**src/rtl/gpio_bank_pkg.sv**
```systemverilog
package gpio_bank_pkg;
  localparam int BUS_W  = 32;
  localparam int HALF_W = 16;
  localparam int REG_AW = 3;

  typedef enum logic [REG_AW-1:0] {
    A_WR_LO = 3'd0,
    A_WR_HI = 3'd1,
    A_LEVEL = 3'd2,
    A_DIR   = 3'd3,
    A_DRV   = 3'd4
  } reg_addr_e;
endpackage

```
**src/rtl/gpio_sync.sv**
```systemverilog
module gpio_sync #(
  parameter int W = 32
) (
  input  logic         clk,
  input  logic         rst,
  input  logic [W-1:0] d,
  output logic [W-1:0] q
);
  logic [W-1:0] meta_q;

  always_ff @(posedge clk) begin
    if (rst) begin
      meta_q <= '0;
      q      <= '0;
    end else begin
      meta_q <= d;
      q      <= meta_q;
    end
  end
endmodule

```
**src/rtl/gpio_cfg_reg.sv**
```systemverilog
module gpio_cfg_reg #(
  parameter int           W      = 32,
  parameter logic [W-1:0] FORCE1 = '0
) (
  input  logic         clk,
  input  logic         rst,
  input  logic         we,
  input  logic [W-1:0] wdata,
  output logic [W-1:0] q
);
  logic [W-1:0] store_q;

  always_ff @(posedge clk) begin
    if (rst)     store_q <= '0;
    else if (we) store_q <= wdata;
  end

  // pinned bits read as one regardless of the stored value
  assign q = store_q | FORCE1;
endmodule

```
**src/rtl/gpio_out_data.sv**
```systemverilog
module gpio_out_data import gpio_bank_pkg::*; #(
  parameter int PIN_W = 32
) (
  input  logic             clk,
  input  logic             rst,
  input  logic             wr_lo,
  input  logic             wr_hi,
  input  logic [BUS_W-1:0] wdata,
  output logic [PIN_W-1:0] q
);
  for (genvar b = 0; b < PIN_W; b++) begin : g_bit
    localparam int HALF = b / HALF_W;
    localparam int POS  = b % HALF_W;
    logic sel;
    logic hit;

    if (HALF == 0) begin : g_lo
      assign sel = wr_lo;
    end else begin : g_hi
      assign sel = wr_hi;
    end

    // mask bit 0 lets the data bit through
    assign hit = sel && !wdata[HALF_W+POS];

    always_ff @(posedge clk) begin
      if (rst)      q[b] <= 1'b0;
      else if (hit) q[b] <= wdata[POS];
    end
  end
endmodule

```
**src/rtl/gpio_bank.sv**
```systemverilog
module gpio_bank import gpio_bank_pkg::*; #(
  parameter int          PIN_W     = 32,
  parameter logic [31:0] FORCE_OUT = 32'h0000_0180
) (
  input  logic              clk,
  input  logic              rst,
  input  logic              wr_en,
  input  logic              rd_en,
  input  logic [REG_AW-1:0] addr,
  input  logic [BUS_W-1:0]  wdata,
  output logic [BUS_W-1:0]  rdata,
  input  logic [PIN_W-1:0]  pin_in,
  output logic [PIN_W-1:0]  pin_out,
  output logic [PIN_W-1:0]  pin_oe
);
  localparam logic [PIN_W-1:0] FORCE_EFF = FORCE_OUT[PIN_W-1:0];

  reg_addr_e        a;
  logic             wr_lo, wr_hi, wr_dir, wr_drv;
  logic [PIN_W-1:0] dir_q, drv_q, level, out_q;
  logic [BUS_W-1:0] rd_val;

  assign a      = reg_addr_e'(addr);
  assign wr_lo  = wr_en && (a == A_WR_LO);
  assign wr_hi  = wr_en && (a == A_WR_HI);
  assign wr_dir = wr_en && (a == A_DIR);
  assign wr_drv = wr_en && (a == A_DRV);

  gpio_out_data #(.PIN_W(PIN_W)) u_out (
    .clk(clk), .rst(rst), .wr_lo(wr_lo), .wr_hi(wr_hi),
    .wdata(wdata), .q(out_q)
  );

  gpio_cfg_reg #(.W(PIN_W), .FORCE1(FORCE_EFF)) u_dir (
    .clk(clk), .rst(rst), .we(wr_dir), .wdata(wdata[PIN_W-1:0]), .q(dir_q)
  );

  gpio_cfg_reg #(.W(PIN_W), .FORCE1('0)) u_drv (
    .clk(clk), .rst(rst), .we(wr_drv), .wdata(wdata[PIN_W-1:0]), .q(drv_q)
  );

  gpio_sync #(.W(PIN_W)) u_sync (
    .clk(clk), .rst(rst), .d(pin_in), .q(level)
  );

  always_comb begin
    rd_val = '0;
    case (a)
      A_LEVEL: rd_val[PIN_W-1:0] = level;
      A_DIR:   rd_val[PIN_W-1:0] = dir_q;
      A_DRV:   rd_val[PIN_W-1:0] = drv_q;
      default: rd_val = '0;
    endcase
  end

  always_ff @(posedge clk) begin
    if (rst) begin
      rdata  <= '0;
      pin_oe <= '0;
    end else begin
      rdata  <= rd_en ? rd_val : '0;
      pin_oe <= dir_q & drv_q;
    end
  end

  assign pin_out = out_q;
endmodule

```
**config.mk**
```make
export PLATFORM = sky130hd
export DESIGN_NAME = gpio_bank
export DESIGN_NICKNAME = d
export VERILOG_FILES = /design/src/rtl/gpio_bank_pkg.sv /design/src/rtl/gpio_sync.sv /design/src/rtl/gpio_cfg_reg.sv /design/src/rtl/gpio_out_data.sv /design/src/rtl/gpio_bank.sv
export SDC_FILE = /design/constraint.sdc
export NUM_CORES = 1
export LEC_CHECK = 0
export ABC_AREA = 1
export BUFFER_PORTS_ARGS = -buffer_cell sky130_fd_sc_hd__buf_2
export CORE_ASPECT_RATIO = 0.5
export CORE_MARGIN = 4
export CORE_UTILIZATION = 25
export DETAILED_ROUTE_END_ITERATION = 16
export GPL_TIMING_DRIVEN = 0
export SLEW_MARGIN = 30
export SYNTH_ARGS = -nofsm -noshare
export SYNTH_HDL_FRONTEND = slang
export SYNTH_HIERARCHICAL = 1
export SYNTH_SLANG_ARGS = --single-unit
```
**constraint.sdc**
```tcl
create_clock -name clk -period 2.2 [get_ports clk]
set_clock_uncertainty 0.1 [all_clocks]
set_input_delay 0.33 -clock clk [delete_from_list [all_inputs] [get_ports clk]]
set_output_delay 0.33 -clock clk [all_outputs]
set_load 0.01 [all_outputs]
```
==> key figures, run 1 <==
Clock network
  – CTS H-tree lvls: 1
  – Worst-path clk slew: 0.06 ns
  – Worst-Skew Late Latency: 0.50 ns
  – Total CTS buffers: 23
  – Clock tree buffer depth: 3
  – CTS tree: done
  – Post-CTS resize count: 0
  – Clock Tree Root: clkbuf_16
  – Clk sink count: 222

Drt
  – Total Wirelength: 24.61 mm
  – Routed via count: 7,606
  – Avg WL per Cell: between 10 and 15 um
  – DRC errors left: 0
  – DRT Pass-1 Iters: 5
  – DRT iter0 DRCs: roughly 480
  – Remaining antenna violation count after routing: 0
  – Vias per Instance: 4.063

STA
  – # setup viols final: 0
  – Hold_ws: 0.05678 ns
  – Final hold vios: 0
  – Highest Clock Rate: 609.2 MHz
  – Minimum clock period after layout: 1.641 ns
  – Unrepaired setup endpoints after global routing: no
  – Slew @ Worst Pin: 0.6558 ns
  – Setup TNS: 0 ns
  – Slew Limit Fails: 0
  – Slew headroom: 55.92%
  – Final Cycle Share: 74.61%

Die
  – Cell Rows: 47
  – Core Box Area: 33,520 um2
  – Total die area: 37,640 um2
  – Die width: approximately 270 um
  – Starting Density: around 26%
  – Die span in y: 139.2 um
  – I/O pins: 167

Yosys
  – Syn_area_per_cell: 7.233 um2
  – Mux share of post-synthesis cell area: 0%
  – Post-Synth Adder-Cell Area: 0%
  – Synth Area in Simple Gates: 31.66%
  – Yosys warns: 6
  – Main combinational cell family by area after synthesis: simple AND/OR/NAND/NOR gates
  – Synth Instances: 1,190
  – #FFs+latches synth: 222
  – Xor and xnor area share after synthesis: 0%
  – Synth unique cells: 19
  – Compound-Gate Fraction of Synth Area: 1.861%
  – Mapped cell area: roughly 8600 um2
  – Seq/Total Area, Yosys: 51.64%

Pwr
  – Flop pwr share: between 40 and 50%
  – Pwr per Cell Area: 785.1 nW/um2
  – Internal Power: 0.006617 W
  – Power, Total: ~0.0087 W
  – Logic pwr share: 7.8%
  – Switching share of power: 23.82%
  – Clock group share of total power: 44.0%
  – Psw: 0.002069 W
  – Worst vdd ir: 370.0 uV
  – Pleak: 5.431 nW

Critical path
  – Worst R2R Start: u_drv/q[0]
  – Worst setup endpoint: u_out/q[9]
  – Critical path origin: addr[1]
  – Type of the worst setup path: primary input to register
  – Reg2reg path depth: 4
  – Worst reg2reg endpoint: rdata[0]
  – Worst EP arrival: 1.94 ns
  – Crit-path max FO: 10
  – Critical path required time: about 2.5 ns
  – Flop-to-flop setup slack: 1.29 ns
  – Setup crit end kind: register
  – CP Launch Type: primary input

Global routing
  – GRT Resource Usage Total: 12.75%
  – First-pass GRT wire length: ~39 mm
  – Antenna violations before repair: 5
  – Vias in the first global route: 7,305
  – Largest net degree at the start of global routing: 15
  – Global route total overflow: 0

Worst hold path
  – Hold depth: 5
  – Hold Crit Class: primary input to register

Final layout
  – Area Overhead vs Synth: 28.55%
  – Nets: roughly 1,500
  – Util after Layout: 33.01%
  – Fillcell total: 3,653
  – Share of layout cells above drive strength 1: roughly a fifth
  – Reg area: 4444 um2
  – Design Area, Final: 11,060 um2
  – Most frequent cells in the layout: nor2_1 (339), dfxtp_1 (222), nand2_1 (221), buf_2 (188), inv_1 (178)
  – Most common cell after layout, fill and taps aside: nor2_1
  – Multi-input logic area: ~2900 um2

Place
  – Gpl congestion: 0.8370
  – Placed Area: 9990 um2
  – Final HPWL DP: 18.37 mm
  – IO buf count: 164

Outcome
  – Outcome: finished, final reports clean

Flow run
  – Maxcap violations: 0
## cells in the mapped netlist
cell type | number | area share (%)
a21oi_1 | 32 | 1.9
buf_1 | 1 | 0.044
buf_2 | 24 | 1.4
buf_4 | 5 | 0.44
buf_6 | 23 | 3.0
buf_8 | 4 | 0.70
clkbuf_1 | 9 | 0.39
clkinv_2 | 16 | 0.93
conb_1 | 1 | 0.044
dfxtp_1 | 222 | 52
inv_1 | 178 | 7.8
inv_2 | 3 | 0.13
nand2_1 | 221 | 9.6
nand3_1 | 65 | 3.8
nand3_2 | 1 | 0.12
nand4_1 | 32 | 2.3
nor2_1 | 339 | 15
nor2_2 | 11 | 0.80
nor4_1 | 3 | 0.22
## worst min-delay path by stage
| stage | startpoint | endpoint |
|---|---|---|
| floorplan | u_sync/meta_q[0] | u_sync/q[0] |
| global placement | u_sync/meta_q[29] | u_sync/q[29] |
| detailed placement | u_sync/meta_q[1] | u_sync/q[1] |
| CTS | wdata[22] | u_dir/store_q[22] |
| global route | wdata[14] | u_drv/q[14] |
| finish | wdata[22] | u_drv/q[22] |
## area by class of cell
cell class	instances	share of cell area, %
clock buffers	27	5.518
flip-flops and latches	222	40.17
inverters	197	6.864
well taps	441	4.987
plain buffers	66	4.648
diodes	3	0.06785
clock inverters	14	1.176
multi-input cells	706	26.26
repair buffers	196	10.31
## sequential cells by signal, indices dropped and copies added, names as in the netlist
register       flops
rdata             32
u_drv/q           32
u_sync/meta_q     32
pin_oe            32
u_sync/q          32
u_dir/store_q     30
u_out/q           32
## timing repair
item / CTS / global route
setup buffers: 0 / 0
hold endpoints to repair: 32 / 0
hold buffers: 32 / 0
## power by group through the flow
| stage | registers, W | logic, W | clock network [W] |
|---|---|---|---|
| 3_3_place_gp | 0.00427 | 0.000624 | 0 |
| 4_1_cts | 0.00419 | 0.000677 | 0.00392 |
| 5_1_grt | 0.00420 | 0.000762 | 0.00409 |
| 3_5_place_dp | 0.00428 | 0.000630 | 0 |
| 6_report | 0.00419 | 0.000674 | 0.00383 |
| 2_1_floorplan | 0.00427 | 0.000387 | 0 |
## routing by layer
layer  global-route usage (%)  up-vias  part of all wire, %
met5                        0        -                 0.11
met4                    6.016        4                  4.6
met3                    2.126       68                  4.1
met2                    23.34      166                   50
met1                    14.55     3397                   41
li1                         -     3971                    -
## cells by family (layout without fill, tap and decap cells)
logic type,count (synthesis),after routing
buffers and inverters,263,500
AO/OA/AOI/OAI,32,32
other,1,5
AND/OR/NAND/NOR,672,672
flip-flops,222,222
## stage by stage
step                      worst slack, ns  std cells
after floorplan                    0.2229       1191
after global placement            -0.2547       1796
after detailed placement          -0.2239       1796
after CTS                          0.3065       1869
after global routing               0.4300       1872
final                              0.5586       1872
## worst max-delay path, cell delays in order
cell and delay (ns):
buf_2 0.11, buf_2 0.20, buf_2 0.23, nor4_2 0.64, buf_6 0.24, nand3_1 0.08
nand2_1 0.06, nor2_1 0.04
Note: power is estimated with default switching activity, not from simulation.
==> inputs of run 2 (changes only) <==
==> constraint.sdc (replaced) <==
create_clock -name clk -period 1.36 [get_ports clk]
set_clock_uncertainty 0.1 [all_clocks]
set_input_delay 0.204 -clock clk [delete_from_list [all_inputs] [get_ports clk]]
set_output_delay 0.204 -clock clk [all_outputs]
set_load 0.01 [all_outputs]
==> run 2 against run 1 <==
Net effect:
- worst hold slack got worse by 0.039 ns
- combinational power rose by 78%
- power rose by 61%
- flip-flop and latch count did not move
- clock power rose by 57%
- via count rose by 1.6%
- critical endpoint is now pin_out[15]
- final cell count rose by 1.4%
- largest power group unchanged
==> key figures, run 2 (synthesis gave the netlist of run 1 again) <==
Outcome
  – Outcome: finished, final reports clean

Critical path
  – Critical Path, Cell by Cell: buf_2
  – Cell family with most CP delay: flip-flops
  – Worst EP arrival: 1.02 ns (-0.92 ns)
  – Slowest stage delay, CP: 0.36 ns (-0.28 ns)
  – CP Launch Type: register
  – Setup crit end kind: output pin
  – Critical path required time: 1.06 ns (-1.44 ns)
  – Crit-path max FO: 2 (-8)
  – Type of the worst setup path: register to output pin
  – Buf+Inv Stages, Crit Path: 1 (-3)
  – Slowest-stage cell, CP: dfxtp_1

Die
  – I/O pins: 167 (unchanged)
  – Core Box Area: 33,520 um2 (unchanged)
  – Die span in y: 139.2 um (unchanged)
  – Total die area: 37,640 um2 (unchanged)
  – Cell Rows: 47 (unchanged)
  – Die width: 270.4 um (unchanged)
  – Starting Density: 25.68% (unchanged)

Drt
  – DRC errors left: 0 (unchanged)
  – Remaining antenna violation count after routing: 0 (unchanged)
  – DRT iter0 DRCs: 397 (-16%)
  – DRT Pass-1 Iters: 5 (unchanged)
  – Avg WL per Cell: 13.30 um (+1.2%)
  – Routed via count: 7,726 (+1.6%)
  – Total Wirelength: 25.25 mm (+2.6%)
  – Vias per Instance: 4.071 (+0.19%)

Final layout
  – Most frequent cells in the layout: nor2_1 (339), dfxtp_1 (222), nand2_1 (221), buf_2 (182), inv_1 (178)
  – Area Overhead vs Synth: 33.26%
  – Most common cell after layout, fill and taps aside: nor2_1
  – Share of layout cells above drive strength 1: 20.04% (-0.41 points)
  – Ant diodes: 0 (-3)
  – Nets: 1,516 (+2.2%)
  – Design Area, Final: 11,470 um2 (+3.7%)

Clock network
  – Worst-path clk slew: 0.06 ns (about the same)
  – CTS tree: done
  – Clk sink count: 222 (unchanged)
  – Total CTS buffers: 23 (unchanged)
  – CTS H-tree lvls: 1 (unchanged)
  – Post-CTS Setup Inserts: 0 (unchanged)
  – Worst-Skew Late Latency: 0.51 ns (about the same)
  – Clock Tree Root: clkbuf_16
  – Clock tree buffer depth: 3 (unchanged)

Pwr
  – Internal Power: 0.01068 W (+61%)
  – Flop pwr share: 48.3% (about the same)
  – Pleak: 5.594 nW (+3.0%)
  – Pwr per Cell Area: 1221 nW/um2 (+56%)
  – Worst vdd ir: 646.9 uV (+75%)
  – Psw: 0.003324 W (+61%)
  – Switching share of power: 23.73% (-0.086 points)
  – Logic pwr share: 8.6% (+0.8 points)
  – Clock group share of total power: 43.1% (-0.9 points)

STA
  – Minimum clock period after layout: 1.322 ns
  – Slew Limit Fails: 0 (unchanged)
  – # setup viols final: 0 (unchanged)
  – Slew @ Worst Pin: 0.5994 ns (-0.05637 ns)
  – Highest Clock Rate: 756.6 MHz
  – Setup TNS: 0 ns (unchanged)
  – Final Cycle Share: 97.18%
  – Unrepaired setup endpoints after global routing: no
  – Final hold vios: 0 (unchanged)
  – Slew headroom: 60.04% (+4.1 points)

Global routing
  – Largest net degree at the start of global routing: 14 (-1)
  – GRT Resource Usage Total: 13.16% (+0.42 points)
  – Global route total overflow: 0 (unchanged)
  – Vias in the first global route: 7,443 (+1.9%)
  – First-pass GRT wire length: 40.12 mm (+3.7%)
  – Antenna violations before repair: 0 (-5)

Place
  – Final HPWL DP: 18.48 mm (+0.58%)
  – Gpl congestion: 0.8441 (+0.85%)
  – Placed Area: 10,110 um2 (+1.2%)
  – IO buf count: 164 (unchanged)

Flow run
  – Maxcap violations: 0 (unchanged)

Worst hold path
  – Hold Crit Class: primary input to register
-- run 2: cell count changes in the layout (fill, tap and decap cells not counted), sizes merged --
cell	delta
dlygate4sd3	+33
clkbuf	+4
clkinv	-3
clkinvlp	-3
diode	-3
buf	-1
bufinv	-1
-- run 2: power groups by stage --
stage	clock (W)	sequential, W	combinational, W
floorplan	0	0.00691	0.000663
CTS	0.00616	0.00677	0.00121
global route	0.00643	0.00679	0.00135
finish	0.00603	0.00677	0.00120
detailed placement	0	0.00692	0.00106
global placement	0	0.00691	0.00105
-- run 2: repair_timing --
item / in CTS / in global routing
hold buffers: 65 / 0
gates resized for setup: 0 / 1
setup endpoints to repair: 0 / 10
hold endpoints to repair: 125 / 0
-- run 2: cell type report --
class	instances	area, um2
Multi-Input combinational cell	706	2948
Tap cell	441	551.8
Inverter	197	767.0
Clock inverter	7	66.31
Clock buffer	30	641.9
Buffer	66	579.3
Fill cell	3550	22050
Sequential cell	222	4444
Timing Repair Buffer	229	1471
-- run 2: per-layer routing --
layer	part of all wire (%)	GRT usage, %
met5	0	0
met4	3.9	5.137
met3	3.1	1.780
met2	50	24.23
met1	43	15.59
-- run 2: path summary, 6_finish.rpt --
path	cells past startpoint	to	start	slack, ns
max	1	pin_out[15]	u_out/q[15]	0.04
min	3	rdata[18]	rd_en	0.02
max reg2reg	4	rdata[19]	u_dir/store_q[19]	0.44
min reg2reg	2	u_sync/q[14]	u_sync/meta_q[14]	0.30
-- run 2: metrics by stage --
stage | cells | worst slack, ns | util (%) | power (W) | hold WS [ns]
2_1_floorplan | 1191 | -0.04286 | - | 0.007573 | 0.2110
3_3_place_gp | 1796 | -0.4828 | 30.16 | 0.007962 | 0.2902
3_5_place_dp | 1796 | -0.5089 | 30.16 | 0.007973 | 0.2934
4_1_cts | 1898 | 0.01749 | 34.21 | 0.01415 | 0.02360
5_1_grt | 1898 | 0.0006367 | 34.22 | 0.01456 | 0.05724
6_report | 1898 | 0.03834 | 34.22 | 0.01401 | 0.01756
